`src/rtl/splitmac.sv`:
```
module splitmac #(
  parameter int LANE_W   = 8,
  parameter int IN_REG   = 1,
  parameter int PROD_REG = 1,
  parameter int OUT_REG  = 1
) (
  input  logic                clk,
  input  logic                rst_n,
  input  logic                ce,
  input  logic                split,
  input  logic                in_valid,
  input  logic [2*LANE_W-1:0] a,
  input  logic [2*LANE_W-1:0] b,
  input  logic                load,
  input  logic                clr,
  output logic                out_valid,
  output logic [4*LANE_W-1:0] result,
  output logic [2*LANE_W-1:0] prod_hi
);
  localparam int OP_W   = 2 * LANE_W;
  localparam int ACC_W  = 2 * OP_W;
  localparam int HALF_W = OP_W;
  localparam int PP_W   = 2 * LANE_W + 2;

  logic [OP_W-1:0] s0_a, s0_b;
  logic            s0_split, s0_v, s0_ld, s0_clr;

  if (IN_REG != 0) begin : g_in_reg
    always_ff @(posedge clk or negedge rst_n)
      if (!rst_n) begin
        s0_a <= '0; s0_b <= '0; s0_split <= 1'b0;
        s0_v <= 1'b0; s0_ld <= 1'b0; s0_clr <= 1'b0;
      end else if (ce) begin
        s0_a <= a; s0_b <= b; s0_split <= split;
        s0_v <= in_valid; s0_ld <= load; s0_clr <= clr;
      end
  end else begin : g_in_wire
    assign s0_a = a;
    assign s0_b = b;
    assign s0_split = split;
    assign s0_v = in_valid;
    assign s0_ld = load;
    assign s0_clr = clr;
  end

  // low bytes are unsigned digits in wide mode, signed lanes in split mode
  logic [LANE_W:0] al, bl, ah, bh;
  assign al = {s0_split & s0_a[LANE_W-1], s0_a[LANE_W-1:0]};
  assign bl = {s0_split & s0_b[LANE_W-1], s0_b[LANE_W-1:0]};
  assign ah = {s0_a[OP_W-1], s0_a[OP_W-1:LANE_W]};
  assign bh = {s0_b[OP_W-1], s0_b[OP_W-1:LANE_W]};

  logic signed [PP_W-1:0] pp_ll, pp_lh, pp_hl, pp_hh;
  assign pp_ll = $signed(al) * $signed(bl);
  assign pp_lh = $signed(al) * $signed(bh);
  assign pp_hl = $signed(ah) * $signed(bl);
  assign pp_hh = $signed(ah) * $signed(bh);

  logic signed [ACC_W-1:0] x_ll, x_lh, x_hl, x_hh, wide_p;
  assign x_ll = pp_ll;
  assign x_lh = pp_lh;
  assign x_hl = pp_hl;
  assign x_hh = pp_hh;
  assign wide_p = (x_hh <<< OP_W) + ((x_lh + x_hl) <<< LANE_W) + x_ll;

  logic [ACC_W-1:0] prod;
  assign prod = s0_split ? {pp_hh[HALF_W-1:0], pp_ll[HALF_W-1:0]} : wide_p;

  logic [ACC_W-1:0] s1_p;
  logic             s1_split, s1_v, s1_ld, s1_clr;

  if (PROD_REG != 0) begin : g_prod_reg
    always_ff @(posedge clk or negedge rst_n)
      if (!rst_n) begin
        s1_p <= '0; s1_split <= 1'b0;
        s1_v <= 1'b0; s1_ld <= 1'b0; s1_clr <= 1'b0;
      end else if (ce) begin
        s1_p <= prod; s1_split <= s0_split;
        s1_v <= s0_v; s1_ld <= s0_ld; s1_clr <= s0_clr;
      end
  end else begin : g_prod_wire
    assign s1_p = prod;
    assign s1_split = s0_split;
    assign s1_v = s0_v;
    assign s1_ld = s0_ld;
    assign s1_clr = s0_clr;
  end

  logic [ACC_W-1:0]  acc;
  logic [HALF_W-1:0] phold;
  logic              vacc;
  logic [HALF_W:0]   lo_sum;
  logic [HALF_W-1:0] hi_sum;

  assign lo_sum = {1'b0, acc[HALF_W-1:0]} + {1'b0, s1_p[HALF_W-1:0]};
  assign hi_sum = acc[ACC_W-1:HALF_W] + s1_p[ACC_W-1:HALF_W]
                + {{(HALF_W-1){1'b0}}, ~s1_split & lo_sum[HALF_W]};

  always_ff @(posedge clk or negedge rst_n)
    if (!rst_n) begin
      acc <= '0; phold <= '0; vacc <= 1'b0;
    end else if (ce) begin
      vacc <= s1_v;
      if (s1_v) phold <= s1_p[ACC_W-1:HALF_W];
      if (s1_clr) acc <= '0;
      else if (s1_v) acc <= s1_ld ? s1_p : {hi_sum, lo_sum[HALF_W-1:0]};
    end

  if (OUT_REG != 0) begin : g_out_reg
    always_ff @(posedge clk or negedge rst_n)
      if (!rst_n) begin
        result <= '0; prod_hi <= '0; out_valid <= 1'b0;
      end else if (ce) begin
        result <= acc; prod_hi <= phold; out_valid <= vacc;
      end
  end else begin : g_out_wire
    assign result = acc;
    assign prod_hi = phold;
    assign out_valid = vacc;
  end
endmodule

```
`config.mk`:
```
export PLATFORM = sky130hd
export DESIGN_NAME = splitmac
export DESIGN_NICKNAME = d
export VERILOG_FILES = /design/src/rtl/splitmac.sv
export SDC_FILE = /design/constraint.sdc
export NUM_CORES = 1
export LEC_CHECK = 0
export ABC_CLOCK_PERIOD_IN_PS = 24400
export CORE_MARGIN = 5
export CORE_UTILIZATION = 45
export CTS_CLUSTER_DIAMETER = 200
export DETAILED_ROUTE_END_ITERATION = 7
export DONT_BUFFER_PORTS = 1
export PLACE_DENSITY_LB_ADDON = 0.08
export SETUP_SLACK_MARGIN = 0.02
export SLEW_MARGIN = 20
export SYNTH_ARGS = -nofsm -noshare
export SYNTH_HDL_FRONTEND = slang
export SYNTH_SLANG_ARGS = --single-unit
```
`constraint.sdc`:
```
create_clock -name clk -period 24.4 [get_ports clk]
set_input_delay 2.44 -clock clk [delete_from_list [all_inputs] [get_ports clk]]
set_output_delay 2.44 -clock clk [all_outputs]
set_load 0.01 [all_outputs]
```
[Word level (Yosys, flattened, before mapping)]
Cells that the tools add are included.
Cells by class
  reductions and logical operators: 3
  bitwise gates (word level): 4
  $mul: 4
  mux-type cells: 4
  $add $sub $neg: 6
Operator list (count)
  32-bit 2-to-1 mux: 4
  32-bit by 18-bit adder with 32-bit output: 1
  32-bit by 26-bit adder with 32-bit output: 1
  17-bit by 17-bit adder with 18-bit output: 1
  9-bit by 9-bit multiplier with 18-bit output: 1
  16-bit by 16-bit adder with 17-bit output: 1
  8-bit by 9-bit multiplier with 17-bit output: 1
  9-bit by 8-bit multiplier with 17-bit output: 1
  16-bit by 1-bit adder with 16-bit output: 1
  16-bit adder: 1
  8-bit by 8-bit multiplier with 16-bit output: 1
  2-bit AND reduction: 2
  1-bit AND: 3
  2-bit nonzero test: 1
  1-bit NOT: 1
Storage, ports and cells
  register bits: 170
  output and inout port bits: 49
  logic and storage cells: 38

[Depth between registers and ports, before layout]
Gate-level depths: netlist of run 1.
  depth in word-level cells: 6
  gate-level depth with buffers: 34
  mapped depth without buffers: 33

[Worst setup path after synthesis of run 1]
Ideal clock, no wire load.
  path kind: reg-to-reg
  from: register s0_split
  to: register s1_p[31]
  arrival: 8.505 ns
  data required time: 24.263 ns
  library setup time: 0.137 ns
  stages on the path, launching flop included: 32
  setup slack: 15.758 ns
  buffers on the path: 2
  cell sequence: dfrtp_1 clkbuf_1 buf_1 and3_1 inv_1 fa_1 inv_1 fa_1 fa_1 fa_1 fa_1 inv_1 fa_1 inv_1 ha_1 a2111oi_0 o21ai_1 nand2_1 a31oi_2 a211o_1 a21oi_1 xnor2_1 fa_1 ha_1 and4_1 o2111ai_2 a21oi_2 o41ai_2 xnor2_1 xnor3_1 nand2_1 o221ai_2
On the way
  word-level cells in the longest chain between the ends: 6
  elaborated cells on any way between the ends: 9
  classes of those cells: 3 x add/sub; 3 x mul; 1 x mux; 2 x bitwise
Ends and longest elaborated chain
  start: declaration: line 26  | logic s0_split, s0_v, s0_ld, s0_clr;
  start signal: assignment: line 31  | s0_a <= '0; s0_b <= '0; s0_split <= 1'b0;
  start signal: assignment: line 34  | s0_a <= a; s0_b <= b; s0_split <= split;
  1-bit AND (on tied branches): line 48, 49
  9-bit by 8-bit multiplier with 17-bit output / 8-bit by 9-bit multiplier with 17-bit output (equally long branches): line 55, 56
  17-bit by 17-bit adder with 18-bit output: line 64  | assign wide_p = (x_hh <<< OP_W) + ((x_lh + x_hl) <<< LANE_W) + x_ll;
  32-bit by 26-bit adder with 32-bit output: line 64
  32-bit by 18-bit adder with 32-bit output: line 64
  32-bit 2-to-1 mux *: line 67  | assign prod = s0_split ? {pp_hh[HALF_W-1:0], pp_ll[HALF_W-1:0]} : wide_p;
  end signal: assignment: line 78  | s1_p <= prod; s1_split <= s0_split;
  end: declaration: line 69  | logic [ACC_W-1:0] s1_p;
Every way passes the cells marked *; elsewhere a longest branch is shown, timed or not.
A chain may end at the register's enable or synchronous reset.

[Worst setup path in the final report of run 1]
  from: register s0_b[7]
  to: register s1_p[31]
On the way
  word-level cells in the longest chain between the ends: 6
  elaborated cells on any way between the ends: 7
  classes of those cells: 3 x add/sub; 2 x mul; 1 x mux; 1 x bitwise
Ends and longest elaborated chain
  start: declaration: line 25  | logic [OP_W-1:0] s0_a, s0_b;
  start signal: assignment: line 31
  start signal: assignment: line 34
  1-bit AND: line 49  | assign bl = {s0_split & s0_b[LANE_W-1], s0_b[LANE_W-1:0]};
  8-bit by 9-bit multiplier with 17-bit output: line 56  | assign pp_hl = $signed(ah) * $signed(bl);
  17-bit by 17-bit adder with 18-bit output: line 64
  32-bit by 26-bit adder with 32-bit output: line 64
  32-bit by 18-bit adder with 32-bit output *: line 64
  32-bit 2-to-1 mux *: line 67
Marks and branches as above.

==> metrics, run 1 <==
clock tree buffer depth 2; first drt pass iteration count 5; most frequent CP cell fa_1; worst skew pair latency ~0.48 ns; synthesized flop and latch total between 150 and 200; routed wire length 48140 um; Rows 78; Remaining DRCs 0; flop-to-flop setup slack 15.37 ns; post-CTS setup buffers 0; Critical R2R Launch s0_b[7]; initial antenna violation count 0; syn avg cell area slightly below 10 um2; Worst Reg-to-Reg Cells 30; Async S/R FF share, synth 1.000; Chip Height 224.8 um; Synth Flop Type dfrtp_1; synth-to-layout area growth 5.753%; commonest non-fill, non-tap cell in the layout inv_1; Post-synth EDFFs 0; Post-CTS Resized 0; critical path launch point s0_b[7]; number of global-route vias before repair 15.11k; Slew HR 0.3413; number of max-cap violations 0; Cell Area, Synth 20770 um2; number of vias per cell 5.175; warnings from Yosys 0; commonest non-fill, non-tap cells in the layout inv_1, fa_1, ha_1; Starting DRT DRC Count 648; die width 224.8 um; pin count of the biggest net entering global routing ~170; outcome complete, no violations; total track usage 0.2015; Reg2Reg Capture Point s1_p[31]; Antenna Cells 0; Die Area 50560 um2; remaining antenna violation count 0; WP data arrival ~9.4 ns; DR WL/cell 17.83 um; Slew Limit Fails 0; layout cells sized above 1 0.08333; max incr delay on CP slightly above 0.8 ns; Peak Freq 110.7 MHz; Req. time, crit path 24.73 ns; worst-margin pin slew 0.9857 ns; final hold vios 0; min-delay worst type reg2reg; post-synthesis sequential area ratio 0.2048; Setup CP Type reg2reg; cts hold-fix bufs 0; fillcell total approximately 4.3k; cts bufs inserted 17; worst clock skew between 0.015 and 0.02 ns; CTS H-Tree Depth 4; Final period util 0.3702; CTS tree built; CTS root buf clkbuf_16; HPWL Detailed 37370 um; CTS clk-pin slew, worst paths around 0.070 ns; Worst setup EP type register; Starting Density 0.4567; via count 13.97k; Critical-path top delay cell dfrtp_1; Remaining Overflow, GRT 0; I/O pin count 88; Max FO, Critical Path 23; Final Setup Violations 0; syn nets 2642; Post-Syn Instances 2120; Final min period 9.033 ns; first-pass GRT wire length just over 80000 um; clk sinks 170; GP Congestion 0.8506; NumNets Final 2609; core area 45480 um2; Setup crit start kind register; Cell variety after synth 62; TNS Setup 0 ns; Critical Path Sink s1_p[31]; Port-buffer cells 0; RSZ-0062 raised after global routing false
[cells by family (layout without fill, tap and decap cells)]
kind of cell    after synthesis  count (layout)  synth area share
fa+ha+maj                   483             483            0.3997
xor+xnor                    100             100           0.04319
simple gates                529             529            0.1258
flops                       170             170            0.2048
buf+inv                     450             430           0.08132
mux                         120             120           0.06427
compound gates              268             268           0.08084
[registers in the layout, indices dropped and copies added (netlist names), 16 cells and up]
| name | flops |
|---|---|
| acc | 32 |
| s1_p | 32 |
| result | 32 |
| phold | 16 |
| prod_hi | 16 |
| s0_b | 16 |
| s0_a | 16 |
[through the flow]
| stage | hold WS, ns | utilization | cell area, um2 | std cells | setup slack [ns] |
|---|---|---|---|---|---|
| after global placement | 0.4652 | 0.4709 | 21420 | 2668 | 15.48 |
| after detailed placement | 0.4671 | 0.4709 | 21420 | 2668 | 15.33 |
| final | 0.4787 | 0.4830 | 21970 | 2700 | 15.37 |
| after floorplan | 0.4444 | - | 20770 | 2120 | 15.76 |
| after global routing | 0.5178 | 0.4830 | 21970 | 2700 | 14.83 |
| after CTS | 0.4864 | 0.4830 | 21970 | 2700 | 15.29 |
[critical path: cells and delay by family, from the launching register on]
family,cells,cell delay (ns)
DFF,1,0.83
xor gates and xnor gates,3,0.61
buffers and inverters,4,0.87
adders and majority gates,8,3.58
AOI/OAI and AO/OA,10,2.13
and+or+nand+nor,5,0.86
[Yosys cell counts (17+ instances only)]
cell type | number | area share
ha_1 | 182 | 0.11
clkbuf_1 | 68 | 0.012
nand2_1 | 164 | 0.030
a21o_1 | 23 | 0.0083
xnor2_1 | 73 | 0.031
fa_1 | 301 | 0.29
inv_1 | 375 | 0.068
dfrtp_1 | 170 | 0.20
and2_1 | 144 | 0.043
and3_1 | 20 | 0.0060
nor2_1 | 102 | 0.018
nand3_1 | 17 | 0.0041
nand2b_1 | 26 | 0.0078
o21ai_0 | 67 | 0.016
xor2_1 | 25 | 0.011
mux2_2 | 107 | 0.058
nor3_1 | 20 | 0.0048
a21oi_1 | 100 | 0.024
[worst min-delay path by stage]
stage	startpoint	endpoint	cells after the start
global route	phold[6]	phold[6]	1
global placement	phold[1]	phold[1]	2
floorplan	phold[15]	phold[15]	2
CTS	phold[1]	phold[1]	2
finish	phold[1]	phold[1]	2
detailed placement	phold[1]	phold[1]	2
[final cells by class]
| type | instances | area, um2 | area share |
|---|---|---|---|
| multi-input combinational | 1500 | 14840 | 0.6756 |
| timing repair buffer | 21 | 157.7 | 0.007177 |
| tap | 600 | 750.7 | 0.03418 |
| clock buffer | 20 | 436.7 | 0.01988 |
| sequential | 170 | 4255 | 0.1937 |
| clock inverter | 12 | 111.4 | 0.005069 |
| inverter | 377 | 1415 | 0.06442 |
[routing by layer]
layer,vias up,wire (um),track usage
li1,6654,-,-
met1,7074,22160,0.2715
met2,203,23280,0.3387
met3,41,1920,0.04163
met4,0,769,0.04302
met5,-,0,0
Power of run 1 is left out: the tool's default activity adds up to more than one toggle a clock period on the data nets, which glitch-free logic cannot reach.
==> inputs of run 2 (changes only) <==
- ABC_CLOCK_PERIOD_IN_PS: 24400 -> 7930
- clock period: 24.4 -> 7.93 ns (I/O delays scaled with it)
==> run 2 against run 1 <==
Final cell count is 4.2% higher. Clock skew is 0.0023 ns higher. Fmax is 17% higher. Via count is 2.7% higher. Register-to-register slack worse by 15 ns. Wire length is 4.3% higher. Sequential share of layout area is 1.1 points lower. Critical endpoint unchanged. Largest cell class unchanged. Highest routed layer is now met5.
==> metrics, run 2 (synthesis gave the netlist of run 1 again) <==
outcome complete, no violations; CTS clk-pin slew, worst paths 0.08 ns (about the same); CTS H-Tree Depth 4 (unchanged); Setup CP Type reg2reg; HPWL Detailed 39880 um (+6.7%); design area 23460 um2 (+6.8%); pre-CTS setup slack -0.1561 ns (-15.49 ns); GP Congestion 0.8934 (+5.0%); pin count of the biggest net entering global routing 171 (unchanged); Peak Freq 129.4 MHz (+17%); DR WL/cell 17.85 um (+0.12%); die width 224.8 um (unchanged); initial antenna violation count 10 (+10); layout cells sized above 1 0.1727 (+0.08936); Critical R2R Launch s0_split; Final Setup Violations 0 (unchanged); critical path launch point s0_split; I/O pin count 88 (unchanged); cts bufs inserted 17 (unchanged); Chip Height 224.8 um (unchanged); Remaining DRCs 0 (unchanged); Port-buffer cells 0 (unchanged); via count 14.35k (+2.7%); Reg2Reg Capture Point s1_p[31]; commonest non-fill, non-tap cells in the layout inv_1, fa_1, ha_1; max incr delay on CP 0.53 ns (-0.30 ns); Final period util 0.9747 (+0.6045); Critical-path top delay cell fa_1; Die Area 50560 um2 (unchanged); Rows 78 (unchanged); TNS Setup 0 ns (unchanged); Worst setup EP type register; Starting Density 0.4567 (unchanged); first-pass GRT wire length 83410 um (+3.4%); Final min period 7.729 ns (-1.304 ns); Worst Path Buf+Inv 5 (+1); clk sinks 170 (unchanged); Min Hold Slack 0.3423 ns (-0.1364 ns); Worst Reg-to-Reg Cells 29 (-3.3%); Largest regs acc: 32 flops, result: 32 flops, s1_p: 32 flops; final hold vios 0 (unchanged); Slew Limit Fails 0 (unchanged); fillcell total 4242 (-2.3%); commonest non-fill, non-tap cell in the layout inv_1; number of global-route vias before repair 15.40k (+1.9%); worst skew pair latency 0.49 ns (about the same); Max FO, Critical Path 7 (-70%); Remaining Overflow, GRT 0 (unchanged); flop-to-flop setup slack 0.20 ns (-15.17 ns); synth-to-layout area growth 12.94%; number of vias per cell 5.100 (-1.4%); placed inst area 22180 um2 (+3.6%); clock tree buffer depth 2 (unchanged); NumNets Final 2721 (+4.3%); worst-margin pin slew 0.9329 ns (-0.05277 ns); CTS tree built; Req. time, crit path 8.28 ns (-16.45 ns); most frequent CP cell fa_1; Starting DRT DRC Count 672 (+3.7%); total track usage 0.2082 (+0.006775); CTS root buf clkbuf_16; worst clock skew 0.01850 ns (+0.002289 ns); Slew HR 0.3766 (+0.03527); min-delay worst type in2async; remaining antenna violation count 0 (unchanged); routed wire length 50210 um (+4.3%); Setup crit start kind register; core area 45480 um2 (unchanged); WP data arrival 8.08 ns (-1.28 ns); RSZ-0062 raised after global routing true; Largest delay share family, worst path adder cells; first drt pass iteration count 4 (-1); Setup WS post-layout 0.2007 ns (-15.17 ns); number of max-cap violations 0 (unchanged)
[run 2: cell types whose count changed in the layout (fill, tap and decap cells not counted), sizes merged]
| cell | delta |
|---|---|
| diode | +1 |
| clkbuf | -2 |
| clkinv | -2 |
| inv | +2 |
| clkinvlp | +2 |
| buf | +112 |
[run 2: layout make-up]
class / count / area (um2) / area share
repair buffers: 133 / 1150 / 0.04902
clock buffers: 18 / 429.2 / 0.01829
flip-flops and latches: 170 / 4279 / 0.1824
clock inverters: 14 / 111.4 / 0.004747
multi-input cells: 1500 / 15320 / 0.6529
well taps: 600 / 750.7 / 0.03200
inverters: 377 / 1419 / 0.06048
diodes: 1 / 2.502 / 0.0001067
[run 2: worst max-delay path by stage]
stage	slack, ns	cells after the start	to
floorplan	0.04	31	s1_p[31]
detailed placement	-0.16	29	s1_p[31]
global route	-0.08	30	s1_p[31]
finish	0.20	29	s1_p[31]
global placement	-0.04	31	s1_p[31]
CTS	0.04	30	s1_p[31]
[run 2: repair_timing]
action                                  in CTS  in global routing
pin swaps                                   10                 83
hold buffers                                 1                  0
gates cloned                                 0                  0
endpoints found under the hold margin      170                  0
endpoints found under the setup margin       7                 13
buffers inserted                             2                 17
resized for setup                           26                 99
[run 2: routing by layer]
layer | global-route usage | vias to the layer above | share of wire
met3 | 0.04007 | 71 | 0.036
met5 | 0 | - | 0.0012
li1 | - | 6882 | -
met2 | 0.3445 | 190 | 0.48
met4 | 0.05127 | 10 | 0.019
met1 | 0.2847 | 7194 | 0.46
[run 2: metrics by stage]
stage          cells    util
3_3_place_gp    2763  0.4878
5_1_grt         2812  0.5158
2_1_floorplan   2120       -
6_report        2813  0.5158
3_5_place_dp    2763  0.4878
4_1_cts         2798  0.5030
Power of run 2 is left out for the same reason.
==> inputs of run 3 (changes only) <==
- ABC_CLOCK_PERIOD_IN_PS: 7930 -> 7300
- clock period: 7.93 -> 7.3 ns (I/O delays scaled with it)
==> run 3 against run 2 <==
The flow now finishes with violations (setup timing). Worst hold slack worse by 0.18 ns. Design area is 5.8% higher. Count of clock-buffer cells in the layout grew 2. Highest routed layer unchanged. Sequential cell count did not move.
==> metrics, run 3 (synthesis gave the netlist of run 1 again) <==
number of max-cap violations 0 (unchanged); commonest non-fill, non-tap cell in the layout inv_1; RSZ-0062 raised after global routing true; initial antenna violation count 8 (-2); GP Congestion 0.8708 (-2.5%); min-delay worst type in2async; Final period util 1.055 (+0.08039); first drt pass iteration count 5 (+1); fillcell total 4154 (-2.1%); number of vias per cell 5.112 (+0.23%); worst-margin pin slew 1.126 ns (+0.1927 ns); cts bufs inserted 17 (unchanged); Port-buffer cells 0 (unchanged); DR WL/cell 17.60 um (-1.4%); failing checks setup timing; via count 15.08k (+5.1%); core area 45480 um2 (unchanged); placed instance count 2875 (+4.1%); clock tree buffer depth 2 (unchanged); Multi-input gate area 15580 um2 (+1.7%); die width 224.8 um (unchanged); layout cells sized above 1 0.2408 (+0.06814); pre-CTS setup slack -0.5641 ns (-0.4080 ns); Setup crit start kind register; most frequent CP cell fa_1; total track usage 0.2155 (+0.007251); Die Area 50560 um2 (unchanged); Starting Density 0.4567 (unchanged); Slew Limit Fails 0 (unchanged); FF+latch area 4277 um2 (about the same); worst clock skew 0.01854 ns (+0.00004430 ns); Final Setup Violations 12 (+12); Rows 78 (unchanged); Remaining Overflow, GRT 0 (unchanged); routed wire length 51890 um (+3.4%); I/O pin count 88 (unchanged); outcome complete, but fails checks; worst skew pair latency 0.49 ns (about the same); CTS root buf clkbuf_16; WP data arrival 8.04 ns (-0.04 ns); placed inst area 23210 um2 (+4.6%); Worst setup EP type register; first-pass GRT wire length 86040 um (+3.1%); remaining antenna violation count 0 (unchanged); Setup CP Type reg2reg; Critical-path top delay cell fa_2; final hold vios 0 (unchanged); NumNets Final 2855 (+4.9%); Peak Freq 129.8 MHz (+0.35%); number of global-route vias before repair 15.93k (+3.5%); Slew HR 0.2496 (-0.1270); pin count of the biggest net entering global routing 171 (unchanged); Setup WS post-layout -0.4021 ns (-0.6028 ns); CTS H-Tree Depth 4 (unchanged); Chip Height 224.8 um (unchanged); CTS clk-pin slew, worst paths 0.08 ns (about the same); Starting DRT DRC Count 720 (+7.1%); CTS tree built; Remaining DRCs 0 (unchanged); final cell count without fillers 2949 (+4.8%); Max FO, Critical Path 6 (-1); Req. time, crit path 7.64 ns (-0.64 ns); clk sinks 170 (unchanged); Largest regs acc: 32 flops, result: 32 flops, s1_p: 32 flops; design area 24830 um2 (+5.8%); synth-to-layout area growth 19.53%; HPWL Detailed 40890 um (+2.5%); Final min period 7.702 ns (-0.02722 ns); max incr delay on CP 0.62 ns (+0.09 ns); commonest non-fill, non-tap cells in the layout inv_1, fa_1, buf_4
[run 3: cell count changes in the layout (fill, tap and decap cells not counted), sizes merged]
| cell | previous run | this run |
|---|---|---|
| bufinv | 0 | 3 |
| clkbuf | 18 | 20 |
| diode | 1 | 3 |
| clkinvlp | 4 | 1 |
| buf | 133 | 267 |
| clkinv | 5 | 3 |
[run 3: worst paths after layout]
kind / startpoint / cells after the start / to / slack, ns
min in group clk: b[15] / 2 / s0_b[15] / 0.35
setup reg to reg: s0_split / 29 / s1_p[31] / -0.40
max in group asynchronous: rst_n / 1 / s1_p[28] / 6.19
hold reg to reg: phold[15] / 2 / phold[15] / 0.48
setup / recovery: s0_split / 29 / s1_p[31] / -0.40
hold / removal: rst_n / 1 / s1_p[13] / 0.16
[run 3: per-stage QoR]
step | hold slack (ns) | TNS [ns] | util
final | 0.1648 | -2.349 | 0.5459
after global routing | 0.3289 | -6.035 | 0.5458
after CTS | 0.3188 | -2.214 | 0.5335
after detailed placement | 0.4398 | -5.103 | 0.5103
after global placement | 0.4391 | -5.221 | 0.5103
after floorplan | 0.4344 | -0.4512 | -
[run 3: what timing repair did]
item                                   CTS  global route
buffers inserted                        16            25
resized for setup                       75            87
endpoints found under the hold margin  170             0
cloned                                   0             0
hold buffers                             1             0
setup endpoints to repair               13            15
pin swaps                               61            36
[run 3: cell type report]
type / instances / share of cell area
Antenna cell: 3 / 0.0003024
Multi-Input combinational cell: 1500 / 0.6277
Sequential cell: 170 / 0.1723
Clock inverter: 12 / 0.007055
Tap cell: 600 / 0.03024
Timing Repair Buffer: 267 / 0.08734
Clock buffer: 20 / 0.01799
Inverter: 377 / 0.05715
[run 3: worst max-delay path, delay by kind of cell, from the launching register on]
family	cells	cell delay, ns
buffers and inverters	4	0.37
AOI/OAI and AO/OA	9	1.39
DFF	1	0.42
adders and majority gates	9	4.06
xor gates and xnor gates	3	0.63
and+or+nand+nor	4	0.67
[run 3: per-layer routing]
metal | global-route usage | vias to the layer above | routed length, um
met5 | 0 | - | 34
met4 | 0.05245 | 6 | 1072
met3 | 0.03315 | 69 | 1897
met2 | 0.3648 | 237 | 25320
met1 | 0.2930 | 7607 | 23570
li1 | - | 7156 | -
Power of run 3 is left out for the same reason.
